File: src/rtl/rx_ring_mgr.sv
module rx_ring_mgr #(
  parameter int PG_W     = 8,
  parameter int LEN_W    = 16,
  parameter int RUNT_MIN = 64
) (
  input  logic              clk,
  input  logic              rst_n,
  input  logic              hw_en,
  input  logic [1:0]        hw_sel,
  input  logic [PG_W-1:0]   hw_data,
  input  logic              accept_runt,
  input  logic              save_err,
  input  logic              monitor,
  input  logic              rx_sof,
  input  logic              rx_byte_vld,
  input  logic [7:0]        rx_byte,
  input  logic              rx_eof,
  input  logic              rx_crc_err,
  input  logic              rx_align_err,
  input  logic              rx_fifo_ovr,
  input  logic              rx_mcast,
  output logic              mem_we,
  output logic [PG_W+7:0]   mem_addr,
  output logic [7:0]        mem_wdata,
  output logic              ev_ok,
  output logic              ev_err,
  output logic              ev_ovw,
  output logic [7:0]        rx_status,
  output logic [PG_W-1:0]   cur_page
);

  localparam logic [7:0]       HDR_LEN = 8'd4;
  localparam logic [LEN_W-1:0] CNT_ADD = LEN_W'(4);

  typedef enum logic [1:0] {S_IDLE, S_RECV, S_HDR, S_FIN} state_t;

  state_t            state_q;
  logic [PG_W-1:0]   pstart_q, pstop_q, bnry_q, curr_q;
  logic [PG_W-1:0]   start_q, wpage_q, nxt_q;
  logic [7:0]        wofs_q;
  logic [LEN_W-1:0]  len_q;
  logic              ovf_q, kept_q, ovw_q;
  logic [7:0]        st_q;
  logic [1:0]        hidx_q;

  logic [PG_W-1:0]   pg_plus, pg_inc, end_pg;
  logic              wr_byte, byte_we, ovw_now, runt, err, keep;
  logic [7:0]        status;
  logic [LEN_W-1:0]  cnt;

  assign pg_plus = wpage_q + 1'b1;
  assign pg_inc  = (pg_plus == pstop_q) ? pstart_q : pg_plus;
  assign end_pg  = (wofs_q == 8'd0) ? wpage_q : pg_inc;

  assign wr_byte = (state_q == S_RECV) && rx_byte_vld && !rx_eof && !monitor;
  assign byte_we = wr_byte && !ovf_q;

  assign ovw_now = ovf_q || (end_pg == bnry_q);
  assign runt    = len_q < LEN_W'(RUNT_MIN);
  assign err     = rx_crc_err || rx_align_err;
  assign keep    = !monitor && !ovw_now && !rx_fifo_ovr &&
                   (!runt || accept_runt) && (!err || save_err);
  assign status  = {2'b00, rx_mcast, monitor || ovw_now, rx_fifo_ovr,
                    rx_align_err, rx_crc_err, keep && !err};
  assign cnt     = len_q + CNT_ADD;

  always_ff @(posedge clk or negedge rst_n) begin
    if (!rst_n) begin
      state_q  <= S_IDLE;
      pstart_q <= '0;
      pstop_q  <= '0;
      bnry_q   <= '0;
      curr_q   <= '0;
      start_q  <= '0;
      wpage_q  <= '0;
      nxt_q    <= '0;
      wofs_q   <= '0;
      len_q    <= '0;
      ovf_q    <= 1'b0;
      kept_q   <= 1'b0;
      ovw_q    <= 1'b0;
      st_q     <= '0;
      hidx_q   <= '0;
    end else begin
      if (hw_en) begin
        case (hw_sel)
          2'd0:    pstart_q <= hw_data;
          2'd1:    pstop_q  <= hw_data;
          2'd2:    bnry_q   <= hw_data;
          default: curr_q   <= hw_data;
        endcase
      end
      case (state_q)
        S_IDLE: begin
          if (rx_sof) begin
            start_q <= curr_q;
            wpage_q <= curr_q;
            wofs_q  <= HDR_LEN;
            len_q   <= '0;
            ovf_q   <= 1'b0;
            state_q <= S_RECV;
          end
        end
        S_RECV: begin
          if (rx_eof) begin
            st_q    <= status;
            kept_q  <= keep;
            ovw_q   <= ovw_now && !monitor;
            nxt_q   <= end_pg;
            hidx_q  <= '0;
            state_q <= keep ? S_HDR : S_FIN;
          end else if (rx_byte_vld) begin
            len_q <= len_q + 1'b1;
            if (wr_byte) begin
              wofs_q <= wofs_q + 1'b1;
              if (wofs_q == 8'hFF) begin
                wpage_q <= pg_inc;
                if (pg_inc == bnry_q) ovf_q <= 1'b1;
              end
            end
          end
        end
        S_HDR: begin
          hidx_q <= hidx_q + 1'b1;
          if (hidx_q == 2'd3) begin
            curr_q  <= nxt_q;
            state_q <= S_FIN;
          end
        end
        default: state_q <= S_IDLE;
      endcase
    end
  end

  always_comb begin
    mem_we    = 1'b0;
    mem_addr  = {wpage_q, wofs_q};
    mem_wdata = rx_byte;
    if (state_q == S_HDR) begin
      mem_we   = 1'b1;
      mem_addr = {start_q, 6'd0, hidx_q};
      case (hidx_q)
        2'd0:    mem_wdata = st_q;
        2'd1:    mem_wdata = 8'(nxt_q);
        2'd2:    mem_wdata = cnt[7:0];
        default: mem_wdata = cnt[15:8];
      endcase
    end else if (byte_we) begin
      mem_we = 1'b1;
    end
  end

  assign ev_ok     = (state_q == S_FIN) && st_q[0];
  assign ev_err    = (state_q == S_FIN) && (|st_q[4:1]);
  assign ev_ovw    = (state_q == S_FIN) && ovw_q;
  assign rx_status = st_q;
  assign cur_page  = curr_q;

  AST_RING_RANGE: assert property (@(posedge clk) disable iff (!rst_n)
    (byte_we && pstart_q < pstop_q && curr_q >= pstart_q && curr_q < pstop_q)
      |-> (mem_addr[PG_W+7:8] >= pstart_q && mem_addr[PG_W+7:8] < pstop_q));
  AST_MON_NOWRITE: assert property (@(posedge clk) disable iff (!rst_n)
    (state_q == S_RECV && monitor) |-> !mem_we);
  AST_EV_EXCL: assert property (@(posedge clk) disable iff (!rst_n)
    !(ev_ok && ev_err));
  AST_OVW_MISSED: assert property (@(posedge clk) disable iff (!rst_n)
    ev_ovw |-> (rx_status[4] && !ev_ok));
  AST_FIFO_DROP: assert property (@(posedge clk) disable iff (!rst_n)
    ((state_q == S_FIN) && rx_status[3]) |-> !kept_q);
  AST_EVENT_PULSE: assert property (@(posedge clk) disable iff (!rst_n)
    (ev_ok || ev_err) |=> !(ev_ok || ev_err));

endmodule

File: config.mk
export PLATFORM = sky130hd
export DESIGN_NAME = rx_ring_mgr
export DESIGN_NICKNAME = d
export VERILOG_FILES = /design/src/rtl/rx_ring_mgr.sv
export SDC_FILE = /design/constraint.sdc
export NUM_CORES = 1
export LEC_CHECK = 0
export BUFFER_PORTS_ARGS = -buffer_cell sky130_fd_sc_hd__buf_4
export CORE_MARGIN = 4
export CORE_UTILIZATION = 41
export DETAILED_ROUTE_END_ITERATION = 6
export PLACE_DENSITY = 0.66
export SYNTH_ARGS = -nofsm -noshare
export SYNTH_HDL_FRONTEND = slang
export SYNTH_SLANG_ARGS = --single-unit
export TNS_END_PERCENT = 100
File: constraint.sdc
create_clock -name clk -period 4.5 [get_ports clk]
set_input_delay 0.9 -clock clk [delete_from_list [all_inputs] [get_ports clk]]
set_output_delay 0.9 -clock clk [all_outputs]
set_load 0.02 [all_outputs]
### Word level (Yosys, flattened, before mapping)

Index checks and enable logic that the tools add are counted.

| storage, ports and cells | value |
|---|---|
| register bits | 92 |
| bits of input ports | 31 |
| output and inout port bits | 44 |
| word-level logic and storage cells | 124 |

| operators by class | value |
|---|---|
| add/sub/neg operators | 5 |
| order comparisons | 1 |
| equal/unequal tests | 20 |
| multiplexer cells | 40 |
| reduce and logical (&&, ||, !) cells | 44 |

Operators with widths:

| operator | count |
|---|---|
| 2-to-1 mux 8 bit | 16 |
| 2-to-1 mux 16 bit | 4 |
| one-hot mux 16 bit (2 select lines) | 1 |
| one-hot mux 8 bit (2 select lines) | 2 |
| == test 8 bit | 3 |
| one-hot mux 8 bit (3 select lines) | 1 |
| adder 16 x 1 -> 16 bit, second input constant | 1 |
| adder 16 x 3 -> 16 bit, second input constant | 1 |
| adder 8 x 1 -> 8 bit, second input constant | 2 |
| less-than comparator 16 x 7 -> 1 bit, second input constant | 1 |
| logical AND 1 bit | 13 |
| inequality test 2 bit, second input constant | 6 |
| AND reduction 2 bit | 6 |
| == test 2 bit, second input constant | 5 |
| 2-to-1 mux 1 bit | 9 |
| == test 8 bit, second input constant | 1 |
| logical NOT 8 bit | 1 |
| 2-to-1 mux 2 bit | 4 |
| logical NOT 1 bit | 7 |
| AND reduction 7 bit | 1 |
| == test 2 x 1 -> 1 bit, second input constant | 3 |
| logical NOT 2 bit | 3 |
| one-hot mux 2 bit (3 select lines) | 1 |
| AND reduction 6 bit | 1 |
| 11 further kinds | 17 |

### Longest topological paths before layout

| depth | value |
|---|---|
| depth in word-level cells | 14 |
| gate-level depth with buffers | 15 |

### Worst setup path after synthesis

Ideal clock, no wire load.

| timing | value |
|---|---|
| path kind | register to register |
| from | register wpage_q[1] |
| to | register st_q[0] (netlist: rx_status[0]) |
| data arrival time | 2774 ps |
| required time | 4364 ps |
| setup slack | 1590 ps |
| stages on the path, launching flop included | 14 |
| clock period less this slack | 2910 ps |
| path through | dfrtp_1 -> ha_1 -> buf_6 -> and3_1 -> buf_6 -> and3_4 -> buf_6 -> xnor2_4 -> o2111ai_4 -> o211a_1 -> a311oi_2 -> xor2_1 -> o41ai_2 -> o21ai_1 |

| on the way | value |
|---|---|
| word-level cells in the longest chain between the ends | 12 |

RTL lines:

| element | line | RTL |
|---|---|---|
| from (decl) | 39 | `logic [PG_W-1:0] start_q, wpage_q, nxt_q;` |
| from (signal assigned) | 97 | `wpage_q <= curr_q;` |
| from (signal assigned) | 117 | `wpage_q <= pg_inc;` |
| adder 8 x 1 -> 8 bit | 51 | `assign pg_plus = wpage_q + 1'b1;` |
| == test 8 bit | 52 | `assign pg_inc = (pg_plus == pstop_q) ? pstart_q : pg_plus;` |
| 2-to-1 mux 8 bit | 52 |  |
| 2-to-1 mux 8 bit * | 53 | `assign end_pg = (wofs_q == 8'd0) ? wpage_q : pg_inc;` |
| == test 8 bit * | 58 | `assign ovw_now = ovf_q \|\| (end_pg == bnry_q);` |
| logical OR 1 bit * | 58 |  |
| logical NOT 1 bit * | 61 | `assign keep = !monitor && !ovw_now && !rx_fifo_ovr &&` |
| logical AND 1 bit * (3 in a row) | 61 |  |
| logical AND 1 bit * | 62 | `(!runt \|\| accept_runt) && (!err \|\| save_err);` |
| logical AND 1 bit * | 64 | `rx_align_err, rx_crc_err, keep && !err};` |
| to (signal assigned) | 106 | `st_q <= status;` |
| to (decl) | 43 | `logic [7:0] st_q;` |

Every way passes the cells marked *; elsewhere a longest branch is shown, timed or not.
A chain may end at the register's enable or synchronous reset.

### Worst setup path after layout

| timing | value |
|---|---|
| from | register wpage_q[0] |
| to | register st_q[0] (netlist: rx_status[0]) |

Same word-level chain as after synthesis.

==> impl_metrics.py <==
metrics = {
    "sta": {
        "slew_violations": 0,
        "slew_headroom": 0.387,
        "tightest_slew_ns": 0.919,
        "fin_crit_ns": 3.61,
        "finalHoldViolations": 0,
        "setup_tns_ns": 0,
        "period_share": 0.803,
        "fmax_mhz": 277,
        "worst_clock_skew_ns": 0.0101,
        "setup_viol": 0,
        "rsz0062_at_grt": "no",
        "setup_slack_ns": 0.887,
    },
    "finish": {
        "antennaDiodeCount": 0,
        "nets": 723,
        "nFillCells": 1313,
        "drive_above_1_share": 0.237,
        "fin_cells": 864,
        "fin_area_sq_mm": 0.00688,
        "syn_to_final_growth_pct": 15.3,
        "multiInputGateArea_sq_mm": 0.00339,
        "seq_area_sq_mm": 0.00230,
    },
    "clock_tree": {
        "clk_latency_ns": 0.36,
        "htreeDepth": 3,
        "cts_setup_buffers": 0,
        "numCtsBuffers": 9,
        "cts_tree": "done",
        "cts.sinks": 92,
        "cts_hold_buf": 0,
        "cts_root_buf": "clkbuf_16",
        "path_clk_slew_ns": 0.07,
        "clk_path_buf_depth": 2,
        "cts_resized": 0,
    },
    "synth": {
        "synth.most_common_cell": "dfrtp_1",
        "synth_top_cell_by_area": "dfrtp_1",
        "syn_area_sq_mm": 0.00597,
        "ys_types": 66,
        "synthArstFlopShare": 1.00,
        "ys_seq_elements": 92,
        "synthTopCellsByArea": "dfrtp_1 39%, mux2_2 9.4%, xor2_1 4.3%",
        "synth_top_area_share": 0.386,
        "yosysWarnings": 0,
        "synth-main-ff-cell": "dfrtp_1",
        "synth_edf_count": 0,
        "synth_seq_area_share": 0.386,
        "synth_common_cells": "92 x dfrtp_1, 51 x nor2_1, 50 x mux2_2, 50 x o21ai_0, 48 x nand2_1",
        "synth.avg_cell_area_sq_um": 9.48,
        "syn-instance-count": 629,
    },
    "critical_path": {
        "crit_fanout": 12,
        "worstReg2RegStart": "wpage_q[0]",
        "cp-end-kind": "flop",
        "critPathSlowestCell": "dfrtp_1",
        "rr_worst_depth": 10,
        "r2r_end": "rx_status[0]",
        "max_stage_delay_ns": 0.58,
        "crit_arrival_ns": 3.84,
        "crit_required_ns": 4.72,
        "r2r_slack_ns": 0.89,
        "crit_type": "reg2reg",
        "path_cells": "ha_1 -> and3_1 -> and3_4 -> xnor2_4 -> o2111ai_4 -> nor2_2 -> a311oi_2 -> xor2_1 -> o41ai_2 -> o21ai_1",
        "worstSetupStartpointType": "flop",
    },
    "detailed_routing": {
        "via_per_inst": 5.76,
        "drcViolationCount": 0,
        "num_vias": 4978,
        "drt.antenna.violating_nets": 0,
        "wire_per_inst_um": 19.9,
        "drt_first_pass_iters": 5,
        "first_iter_violations": 447,
        "drt-total-wl_mm": 17.2,
    },
    "pwr": {
        "p_int_mw": 2.46,
        "p_comb_frac": 0.489,
        "power.leakage_nw": 2.95,
        "seqPwrFrac": 0.330,
        "ir_drop_mv": 0.274,
        "clkPwrFrac": 0.180,
        "netSwitchingPower_mw": 1.88,
        "p_per_area_mw_per_mm2": 630,
        "power.total_mw": 4.33,
        "switching_share": 0.433,
    },
    "grt": {
        "grt.total_usage": 0.209,
        "grt_start_max_net_pins": 72,
        "antenna_found_initial": 0,
        "grt_overflow": 0,
        "grt_pass1_wl_mm": 26.9,
        "grt_pass1_vias": 4956,
    },
    "placement": {
        "port_buffers": 72,
        "pre_cts_ws_ns": 0.929,
        "hpwl_mm": 12.6,
        "place.gp.congestion": 0.906,
        "dp.cells": 848,
        "dpl_cell_area_sq_mm": 0.00658,
    },
    "floorplanning": {
        "die_h_um": 129,
        "die-area_sq_mm": 0.0165,
        "core-area_sq_mm": 0.0140,
        "pin_count": 75,
        "die_x_um": 129,
        "row_count": 43,
        "floorplan.initialDensity": 0.425,
    },
    "hold_path": {
        "hold_depth": 1,
        "holdPathEnd": "start_q[7]",
        "hold_class": "reg2reg",
        "hold_path.startpoint": "start_q[7]",
    },
    "run": {
        "maxCapViolCount": 0,
    },
    "status": {
        "status": "finished, final reports clean",
    },
}
==> cells by family (layout without fill, tap and decap cells) <==
logic type,count (synthesis),after routing,share of synthesized area
buffers and inverters,59,113,0.0466
and+or+nand+nor,202,202,0.170
adders and majority gates,13,13,0.0273
other,1,2,0.000629
AOI/OAI and AO/OA,134,134,0.149
muxes,67,67,0.124
DFF,92,92,0.386
xor gates and xnor gates,61,61,0.0965
==> through the flow <==
step,utilization,hold slack (ns)
after floorplan,-,0.465
final,0.490,0.505
after global routing,0.490,0.511
after detailed placement,0.468,0.491
after CTS,0.490,0.506
after global placement,0.468,0.483
==> layer usage <==
layer	track usage	up-vias	wire length [um]
met4	0.0667	0	427
met3	0.0415	30	653
met1	0.283	2500	7930
met5	0	-	0
li1	-	2322	-
met2	0.339	126	8190
==> placed cells by master (no fill, tap or decap), types with 15 or more instances in the layout <==
cell,n
inv_1,18
dfrtp_1,92
a21oi_1,21
xor2_1,29
nand3_1,23
mux2_2,50
nor2b_1,15
mux2i_1,16
nor2_1,51
nand2_1,48
buf_4,79
xnor2_1,28
o21ai_0,50
==> flip-flops by register name, indices dropped and copies added (netlist names) <==
name       count
nxt_q          8
pstart_q       8
wofs_q         8
wpage_q        8
len_q         16
cur_page       8
ovf_q          1
hidx_q         2
bnry_q         8
start_q        8
rx_status      6
ovw_q          1
state_q        2
pstop_q        8
==> worst max-delay path by stage <==
stage / from / endpoint / slack, ns / cells after the start
4_1_cts: wpage_q[0] / rx_status[0] / 0.89 / 10
3_3_place_gp: wpage_q[0] / rx_status[0] / 1.03 / 10
5_1_grt: wpage_q[0] / rx_status[0] / 0.58 / 10
3_5_place_dp: wpage_q[0] / rx_status[0] / 0.93 / 10
2_1_floorplan: wpage_q[1] / rx_status[0] / 1.59 / 13
6_report: wpage_q[0] / rx_status[0] / 0.89 / 10
==> cell type report <==
class,count,area share
Timing Repair Buffer,79,0.0862
Multi-Input combinational cell,479,0.493
Clock inverter,5,0.00873
Inverter,18,0.00982
Tap cell,180,0.0327
Clock buffer,11,0.0353
Sequential cell,92,0.335
==> power by group through the flow <==
stage               sequential [mW]  clock (mW)  combinational (mW)
floorplan                      1.30           0                1.53
finish                         1.43       0.782                2.12
global route                   1.46       0.834                2.30
detailed placement             1.43           0                2.11
global placement               1.42           0                2.08
CTS                            1.42       0.789                2.12
==> critical path: cells and delay by family (launching register included) <==
kind                     cells  cell delay (ns)
adder cells (fa/ha/maj)      1             0.43
flip-flops                   1             0.58
AO/OA/AOI/OAI                4             1.08
XOR/XNOR                     2             0.32
AND/OR/NAND/NOR              3             1.07
Note: power is estimated with default switching activity, not from simulation.
